`src/rtl/cipher_seq_pkg.sv`:
```
package cipher_seq_pkg;

   typedef enum logic [2:0] {
      ST_KEYWAIT = 3'd0,
      ST_IDLE    = 3'd1,
      ST_LOAD    = 3'd2,
      ST_INIT    = 3'd3,
      ST_ROUND   = 3'd4,
      ST_FINAL   = 3'd5,
      ST_HOLD    = 3'd6
   } seq_state_t;

endpackage

```
`src/rtl/cseq_fsm.sv`:
```
module cseq_fsm
   import cipher_seq_pkg::*;
#(
   parameter bit HAS_INIT  = 1'b1,
   parameter bit HAS_FINAL = 1'b1
) (
   input  logic clk,
   input  logic rst,
   input  logic key_valid,
   input  logic wr_strobe,
   input  logic last_round,
   input  logic rd_ack,
   output logic key_ack,
   output logic accept,
   output logic step_load,
   output logic step_init,
   output logic step_round,
   output logic step_final,
   output logic in_hold,
   output logic done
);

   seq_state_t st, nx, after_load, after_round;

   generate
      if (HAS_INIT) begin : g_init
         assign after_load = ST_INIT;
      end else begin : g_no_init
         assign after_load = ST_ROUND;
      end
      if (HAS_FINAL) begin : g_final
         assign after_round = ST_FINAL;
      end else begin : g_no_final
         assign after_round = ST_HOLD;
      end
   endgenerate

   always_ff @(posedge clk) begin
      if (rst) st <= ST_KEYWAIT;
      else     st <= nx;
   end

   always_comb begin
      nx = st;
      unique case (st)
         ST_KEYWAIT: if (key_valid) nx = ST_IDLE;
         ST_IDLE:    if (wr_strobe) nx = ST_LOAD;
         ST_LOAD:    nx = after_load;
         ST_INIT:    nx = ST_ROUND;
         ST_ROUND:   if (last_round) nx = after_round;
         ST_FINAL:   nx = ST_HOLD;
         ST_HOLD:    if (rd_ack) nx = ST_IDLE;
         default:    nx = ST_KEYWAIT;
      endcase
   end

   assign key_ack    = (st == ST_KEYWAIT) && key_valid;
   assign accept     = (st == ST_IDLE) && wr_strobe;
   assign step_load  = (st == ST_LOAD);
   assign step_init  = (st == ST_INIT);
   assign step_round = (st == ST_ROUND);
   assign step_final = (st == ST_FINAL);
   assign in_hold    = (st == ST_HOLD);
   assign done       = (st != ST_HOLD) && (nx == ST_HOLD);

   assert_one_step_R6: assert property (@(posedge clk) disable iff (rst)
      $onehot0({step_load, step_init, step_round, step_final}));

   assert_hold_waits_R7: assert property (@(posedge clk) disable iff (rst)
      (in_hold && !rd_ack) |=> in_hold);

endmodule

```
`src/rtl/cseq_round_ctr.sv`:
```
module cseq_round_ctr #(
   parameter int ROUNDS   = 12,
   parameter bit HAS_INIT = 1'b1,
   parameter int IDX_W    = 4
) (
   input  logic             clk,
   input  logic             rst,
   input  logic             accept,
   input  logic             dir_sel,
   input  logic             dir_active,
   input  logic             step_init,
   input  logic             step_round,
   output logic [IDX_W-1:0] round_idx,
   output logic             last_round
);

   localparam logic [IDX_W-1:0] IDX_TOP   = IDX_W'(ROUNDS);
   localparam logic [IDX_W-1:0] IDX_ONE   = IDX_W'(1);
   localparam logic [IDX_W-1:0] ENC_START = HAS_INIT ? '0 : IDX_ONE;

   logic [IDX_W-1:0] idx_q;

   assign last_round = dir_active ? (idx_q == IDX_ONE) : (idx_q == IDX_TOP);

   always_ff @(posedge clk) begin
      if (rst) begin
         idx_q <= '0;
      end else if (accept) begin
         idx_q <= dir_sel ? IDX_TOP : ENC_START;
      end else if (step_round) begin
         if (dir_active)       idx_q <= idx_q - IDX_ONE;
         else if (!last_round) idx_q <= idx_q + IDX_ONE;
      end else if (step_init && !dir_active) begin
         idx_q <= idx_q + IDX_ONE;
      end
   end

   assign round_idx = idx_q;

   assert_idx_bound_R4: assert property (@(posedge clk) disable iff (rst)
      idx_q <= IDX_TOP);

   assert_idx_moves_R5: assert property (@(posedge clk) disable iff (rst)
      (step_round && !last_round) |=> (idx_q != $past(idx_q)));

endmodule

```
`src/rtl/cseq_flags.sv`:
```
module cseq_flags (
   input  logic clk,
   input  logic rst,
   input  logic accept,
   input  logic done,
   input  logic release_blk,
   input  logic dir_sel,
   output logic in_full,
   output logic out_valid,
   output logic dir_active
);

   always_ff @(posedge clk) begin
      if (rst) begin
         in_full    <= 1'b0;
         out_valid  <= 1'b0;
         dir_active <= 1'b0;
      end else begin
         if (accept)           in_full <= 1'b1;
         else if (release_blk) in_full <= 1'b0;
         if (done)             out_valid <= 1'b1;
         else if (release_blk) out_valid <= 1'b0;
         if (accept)           dir_active <= dir_sel;
      end
   end

   assert_valid_within_full_R3: assert property (@(posedge clk) disable iff (rst)
      out_valid |-> in_full);

   assert_dir_stable_R9: assert property (@(posedge clk) disable iff (rst)
      (in_full && !release_blk) |=> $stable(dir_active));

endmodule

```
`src/rtl/cipher_seq_ctrl.sv`:
```
module cipher_seq_ctrl #(
   parameter int ROUNDS    = 12,
   parameter bit HAS_INIT  = 1'b1,
   parameter bit HAS_FINAL = 1'b1,
   parameter int IDX_W     = $clog2(ROUNDS + 1)
) (
   input  logic             clk,
   input  logic             rst,
   input  logic             dir_sel,
   input  logic             key_valid,
   output logic             key_ack,
   input  logic             wr_strobe,
   output logic             in_full,
   output logic             out_valid,
   input  logic             rd_ack,
   output logic [IDX_W-1:0] round_idx,
   output logic             step_load,
   output logic             step_init,
   output logic             step_round,
   output logic             step_final,
   output logic             dir_active
);

   localparam int IDX_NEED = $clog2(ROUNDS + 1);

   generate
      if (ROUNDS < 2) begin : g_bad_rounds
         $error("cipher_seq_ctrl: ROUNDS must be at least 2");
      end
      if (IDX_W < IDX_NEED) begin : g_bad_width
         $error("cipher_seq_ctrl: IDX_W too narrow for ROUNDS");
      end
   endgenerate

   logic accept, done, in_hold, last_round, release_blk;

   cseq_fsm #(
      .HAS_INIT  (HAS_INIT),
      .HAS_FINAL (HAS_FINAL)
   ) u_fsm (
      .clk        (clk),
      .rst        (rst),
      .key_valid  (key_valid),
      .wr_strobe  (wr_strobe),
      .last_round (last_round),
      .rd_ack     (rd_ack),
      .key_ack    (key_ack),
      .accept     (accept),
      .step_load  (step_load),
      .step_init  (step_init),
      .step_round (step_round),
      .step_final (step_final),
      .in_hold    (in_hold),
      .done       (done)
   );

   cseq_round_ctr #(
      .ROUNDS   (ROUNDS),
      .HAS_INIT (HAS_INIT),
      .IDX_W    (IDX_W)
   ) u_ctr (
      .clk        (clk),
      .rst        (rst),
      .accept     (accept),
      .dir_sel    (dir_sel),
      .dir_active (dir_active),
      .step_init  (step_init),
      .step_round (step_round),
      .round_idx  (round_idx),
      .last_round (last_round)
   );

   assign release_blk = in_hold && rd_ack;

   cseq_flags u_flags (
      .clk         (clk),
      .rst         (rst),
      .accept      (accept),
      .done        (done),
      .release_blk (release_blk),
      .dir_sel     (dir_sel),
      .in_full     (in_full),
      .out_valid   (out_valid),
      .dir_active  (dir_active)
   );

   logic rst_seen;
   always_ff @(posedge clk) rst_seen <= rst;

   always_ff @(posedge clk) begin
      if (rst_seen) begin
         assert_reset_state_R1: assert (round_idx == '0 && !in_full && !out_valid
                                        && !step_load && !step_round);
      end
   end

   assert_busy_write_ignored_R8: assert property (@(posedge clk) disable iff (rst)
      (in_full && wr_strobe) |=> !step_load);

   assert_key_gate_R2: assert property (@(posedge clk) disable iff (rst)
      key_ack |-> !in_full);

endmodule

```
`config.mk`:
```
export PLATFORM = sky130hd
export DESIGN_NAME = cipher_seq_ctrl
export DESIGN_NICKNAME = d
export VERILOG_FILES = /design/src/rtl/cipher_seq_pkg.sv /design/src/rtl/cseq_fsm.sv /design/src/rtl/cseq_round_ctr.sv /design/src/rtl/cseq_flags.sv /design/src/rtl/cipher_seq_ctrl.sv
export SDC_FILE = /design/constraint.sdc
export NUM_CORES = 1
export LEC_CHECK = 0
export CAP_MARGIN = 10
export CORE_ASPECT_RATIO = 1.25
export CORE_UTILIZATION = 38
export CTS_BUF_LIST = sky130_fd_sc_hd__clkbuf_4
export CTS_CLUSTER_SIZE = 28
export DETAILED_ROUTE_END_ITERATION = 6
export PLACE_DENSITY = 0.66
export SYNTH_ARGS = -nofsm -noshare
export SYNTH_HDL_FRONTEND = slang
export SYNTH_SLANG_ARGS = --single-unit
```
`constraint.sdc`:
```
create_clock -name clk -period 1.9 [get_ports clk]
set_clock_uncertainty 0.15 [all_clocks]
set_input_delay 0.38 -clock clk [delete_from_list [all_inputs] [get_ports clk]]
set_output_delay 0.38 -clock clk [all_outputs]
set_load 0.02 [all_outputs]
```
======== Word level (Yosys, flattened, before mapping) ========
Index checks and enable logic that the tools add are counted.
storage, ports and cells
  flip-flop bits (word level) ............. 10
  bits in latches ......................... 0
  memory bits (writable) .................. 0
  bits in read-only memories .............. 0
  input port bits ......................... 6
  output and inout bits ................... 12
  logic and storage cells ................. 44
  memories kept ........................... 0
operators by class
  add/subtract/negate cells ............... 2
  $mul .................................... 0
  div/mod/pow operators ................... 0
  $lt $le $gt $ge ......................... 0
  equal/unequal tests ..................... 11
  shifts and indexed selects .............. 0
  mux-type cells .......................... 15
  bitwise operators ....................... 0
  reductions and logical operators ........ 11
operator list
  cell                                                                number
  4-bit 2-to-1 mux                                                    6
  3-bit case mux with 7 select lines                                  1
  3-bit == test, second input constant                                4
  3-bit 2-to-1 mux                                                    4
  3-bit by 2-bit == test with 1-bit output, second input constant     2
  1-bit logical AND                                                   5
  4-bit by 1-bit adder with 4-bit output, second input constant       1
  4-bit by 1-bit == test with 1-bit output, second input constant     1
  4-bit == test, second input constant                                1
  1-bit 2-to-1 mux                                                    4
  4-bit by 3-bit != test with 1-bit output, second input constant     1
  2-bit nonzero test                                                  2
  4-bit by 1-bit subtractor with 4-bit output, second input constant  1
  3-bit by 1-bit == test with 1-bit output, second input constant     1
  3-bit logical NOT                                                   1
  3-bit != test, second input constant                                1
  3-bit nonzero test                                                  1
  2-bit AND reduction                                                 1
  1-bit logical NOT                                                   1

======== Logic depth before layout (Yosys ltp) ========
  word-level depth ........................ 7
  mapped depth ............................ 6
  gate-level depth less buffers ........... 6

======== Cells and area by module ========
Synthesis repeated with hierarchy kept, for this count alone.
unflattened totals
  cell total of the unflattened synthesis .. 80
  area total of the unflattened synthesis .. 696.9 um2
by module, submodules not included
  module           times used  cells each  area each (um2)  seq. area each (um2)
  cseq_round_ctr   1           36          347.8            80.1
  cseq_fsm         1           32          239.0            60.1
  cseq_flags       1           11          103.8            60.1
  cipher_seq_ctrl  1           1           6.3              0.0

======== Worst setup path before layout ========
Ideal clock, no wire load.
  path type ............................... register -> register
  from .................................... register u_fsm.st[2]
  to ...................................... register u_ctr.idx_q[3], in the netlist u_ctr.round_idx[3]
  library setup time ...................... 0.074 ns
  arrival ................................. 1.738 ns
  required time ........................... 1.676 ns
  slack ................................... -0.062 ns
  cell stages (with the launch flop) ...... 5
  path buffers ............................ 0
  clock period less this slack ............ 1.962 ns
  path through ............................ dfxtp_1 -> nor3b_1 -> a211oi_2 -> a221o_1 -> a31oi_1
on the way
  elaborated cells between the ends (all ways) .. 10
  classes of those cells .................. 4 x eq/ne; 2 x mux; 4 x reduce/logical
RTL lines
  item                                                                              line                   RTL
  from (decl)                                                                       cseq_fsm.sv:23         seq_state_t st, nx, after_load, after_round;
  from (signal assigned)                                                            cseq_fsm.sv:40         else st <= nx;
  3-bit == test (*)                                                                 cseq_fsm.sv:61         assign step_round = (st == ST_ROUND);
  via step_round                                                                    cipher_seq_ctrl.sv:19  output logic step_round,
  4-bit by 3-bit != test with 1-bit output (no line), or another cell as far along  -
  2-bit AND reduction (no line) or 4-bit 2-to-1 mux (tied branches)                 -
  to (signal assigned)                                                              cseq_round_ctr.sv:29   idx_q <= dir_sel ? IDX_TOP : ENC_START;
  to (signal assigned)                                                              cseq_round_ctr.sv:31   if (dir_active) idx_q <= idx_q - IDX_ONE;
  to (signal assigned)                                                              cseq_round_ctr.sv:32   else if (!last_round) idx_q <= idx_q + IDX_ONE;
  to (decl)                                                                         cseq_round_ctr.sv:21   logic [IDX_W-1:0] idx_q;
The timed path passes the listed nets; every way through them passes the cells marked *.
A chain may end at the register's enable or synchronous reset.

======== Final worst setup path ========
  from .................................... input wr_strobe
  to ...................................... register u_ctr.idx_q[3], in the netlist u_ctr.round_idx[3]
on the way
  longest elaborated chain between the ends .. 3
  elaborated cells between the ends (all ways) .. 5
  classes of those cells .................. 1 x eq/ne; 1 x mux; 3 x reduce/logical
RTL lines
  item                                                                                      line                   RTL
  from (decl)                                                                               cipher_seq_ctrl.sv:12  input logic wr_strobe,
  1-bit logical AND (*)                                                                     cseq_fsm.sv:58         assign accept = (st == ST_IDLE) && wr_strobe;
  4-bit by 3-bit != test with 1-bit output (no line) or 3-bit nonzero test (tied branches)  -
  2-bit AND reduction (no line)                                                             -
Every way passes the cells marked *; elsewhere a longest branch is shown, timed or not.

==> qor.csv <==
stage,metric,value,unit
run_status,status,completed,
worst_setup_path,Max stage delay on crit path,0.42,ns
synth,synthesized area per cell,7.93,um2
timing,f_max,545,MHz
job,Max Cap Viol,0,
clocking,"CTS clk-pin slew, worst paths",0.07,ns
global_route,antenna violations before repair,0,
routing,# DRC,0,
timing,Final WS setup,0.0651,ns
timing,final slew viol count,0,
timing,unrepaired setup endpoints after global routing,no,
routing,DR iter-0 viols,3,
floorplan,Core Area,1600,um2
worst_setup_path,worst setup path class,in2reg,
clocking,total CTS buffers,3,
worst_setup_path,Critical Path Sink Type,flop,
power,Pwr Total,0.574,mW
synth,count of different cell masters after synthesis,31,
floorplan,ports placed on the boundary,18,
timing,setup tns final,0,ns
floorplan,Row Count,16,
worst_setup_path,Slowest cell on crit path,clkdlybuf4s50_1,
floorplan,Initial Utilization,0.411,
floorplan,Die ar.,1900,um2
worst_setup_path,Crit path max-delay family,buffers and inverters,
global_route,wire length of the first global-routing pass,3.03,mm
routing,1st-pass router iterations,4,
global_route,grt ovf,0,
floorplan,Die Ht,48.5,um
timing,fin crit period,1.83,ns
worst_setup_path,"Max FO, Critical Path",7,
placement,RD Place Congestion,0.705,
clocking,CTS tree,yes,
finish,"commonest non-fill, non-tap cell in the layout",buf_4,
finish,diode count,0,
synth,Main synth FF type,dfxtp_1,
clocking,Root Driver,clkbuf_4,
clocking,CTS H-tree lvls,1,
timing,period utilisation layout,0.966,
power,P per Cell Area,551,nW/um2
worst_setup_path,crit path launch type,input port,
timing,final setup fails,0,
routing,WL per Instance,13.0,um
clocking,# hold bufs at CTS,0,
worst_setup_path,Worst Path Buf+Inv,2,
synth,post-synth top area share,0.304,
timing,"Hold Vio Cnt, Final",0,
synth,Mapped Area,658,um2
placement,DP HPWL,1.32,mm
placement,dpl ws,-0.423,ns
synth,#FFs+latches synth,10,
finish,Layout area overhead,58.4,%
floorplan,die width,39.2,um
worst_setup_path,worst endpoint required time,1.95,ns
synth,gate count of the mapped netlist,83,
synth,sequential-to-total area share from yosys stat,0.304,
timing,hold_ws,0.358,ns
clocking,count of clock tree sinks,10,
global_route,largest net degree at the start of global routing,12,
power,Leakage,0.463,nW
synth,Synthesized Nets,92,
finish,fin nets,129,
worst_setup_path,WP data arrival,1.88,ns
hold_path,HP Class,reg2reg,
clocking,Skew-Pair Late Insertion Delay,0.26,ns
synth,fraction of registers with async set/reset,0,
global_route,All-Layer GR Usage,0.219,
synth,Post-synth EDFFs,0,
power,Max IR drop VDD,314,uV
routing,post-route ant nets,0,
clocking,Max Buffers Root-to-Sink,2,
finish,layout cell share with drive strength beyond 1,0.294,
timing,relative slew slack,0.784,
synth,yosys warns,0,
timing,Slew @ Worst Pin,0.323,ns
global_route,number of global-route vias before repair,721,
worst_setup_path,crit path cell chain,clkdlybuf4s50_1 -> nor4bb_1 -> buf_4 -> or3_1 -> a221o_1 -> a31oi_1,
synth,post-synth top area cell,dfxtp_1,
synth,Area contributors post-synth,"dfxtp_1, a21oi_1, ha_1, a211oi_1, o21ai_0",
routing,routed vias/inst,5.47,
finish,most frequent cells in the layout,"buf_4, a21oi_1, clkdlybuf4s50_1, dfxtp_1",
placement,Port Buf Inserts,17,
routing,overall routed net length,1.78,mm
routing,Via Count,750,
==> worst min-delay path: stages (launching register included) <==
cell	delay (ns)
dfxtp_1	0.33
o21ai_0	0.07
a211oi_1	0.06
==> kinds of logic (layout without fill, tap and decap cells) <==
group	count (synthesis)	count (layout)	share of synthesized area
AOI/OAI and AO/OA	29	29	0.281
adders and majority gates	3	3	0.0570
buffers and inverters	11	47	0.0665
DFF	10	10	0.304
muxes	1	1	0.0152
and+or+nand+nor	29	29	0.276
==> final timing paths <==
kind,start,end,slack [ns],cells past startpoint
setup reg to reg,u_fsm.st[2]$_SDFF_PP0_,u_ctr.round_idx[3]$_SDFFE_PP0P_,0.09,6
setup / recovery,wr_strobe,u_ctr.round_idx[3]$_SDFFE_PP0P_,0.07,6
hold / removal,u_flags.in_full$_SDFFE_PP0P_,u_flags.in_full$_SDFFE_PP0P_,0.36,2
hold reg to reg,u_flags.in_full$_SDFFE_PP0P_,u_flags.in_full$_SDFFE_PP0P_,0.36,2
==> cells in the mapped netlist (2+ instances only) <==
cell	number
nor4bb_1	2
nor3b_1	3
dfxtp_1	10
buf_2	2
a21oi_1	12
nor2b_1	3
clkbuf_1	4
or3_1	2
nand2_1	5
ha_1	3
nor2_1	4
nand2b_1	2
nor3_1	2
a211oi_1	4
o21ai_0	5
inv_1	5
==> timing repair <==
action,CTS,global route
resized for setup,11,17
pin swaps,0,0
setup endpoints to repair,6,9
setup buffers,0,0
==> power by group <==
part           internal (mW)  total, mW  switching (mW)
registers              0.222      0.234          0.0125
clock network         0.0758      0.150          0.0742
logic                 0.0995      0.190          0.0905
total                  0.397      0.574           0.177
==> per-layer routing <==
metal  track usage  vias to the layer above  routed length, um
li1              -                      377                  -
met1         0.236                      345                717
met2         0.389                       22                937
met3        0.0275                        6                 78
met4         0.109                        0                 41
met5             0                        -                  0
==> flip-flops by register name (all words and copies together), names as in the netlist <==
register            count
u_flags.in_full         1
u_flags.dir_active      1
u_flags.out_valid       1
u_ctr.round_idx         4
u_fsm.st                3
==> area by class of cell <==
| class | instances | area, um2 |
|---|---|---|
| fillers | 158 | 559 |
| multi-input cells | 62 | 450 |
| repair buffers | 38 | 322 |
| flip-flops and latches | 10 | 203 |
| clock buffers | 3 | 22.5 |
| well taps | 18 | 22.5 |
| inverters | 5 | 18.8 |
| clock inverters | 1 | 3.75 |
==> stage by stage <==
stage          utilization  cell area, um2  cells
6_report             0.651            1040    137
5_1_grt              0.651            1040    137
4_1_cts              0.627            1000    137
3_5_place_dp         0.617             988    133
3_3_place_gp         0.617             988    133
2_1_floorplan            -             663     83
No activity file was read; power rests on OpenSTA's default activity.
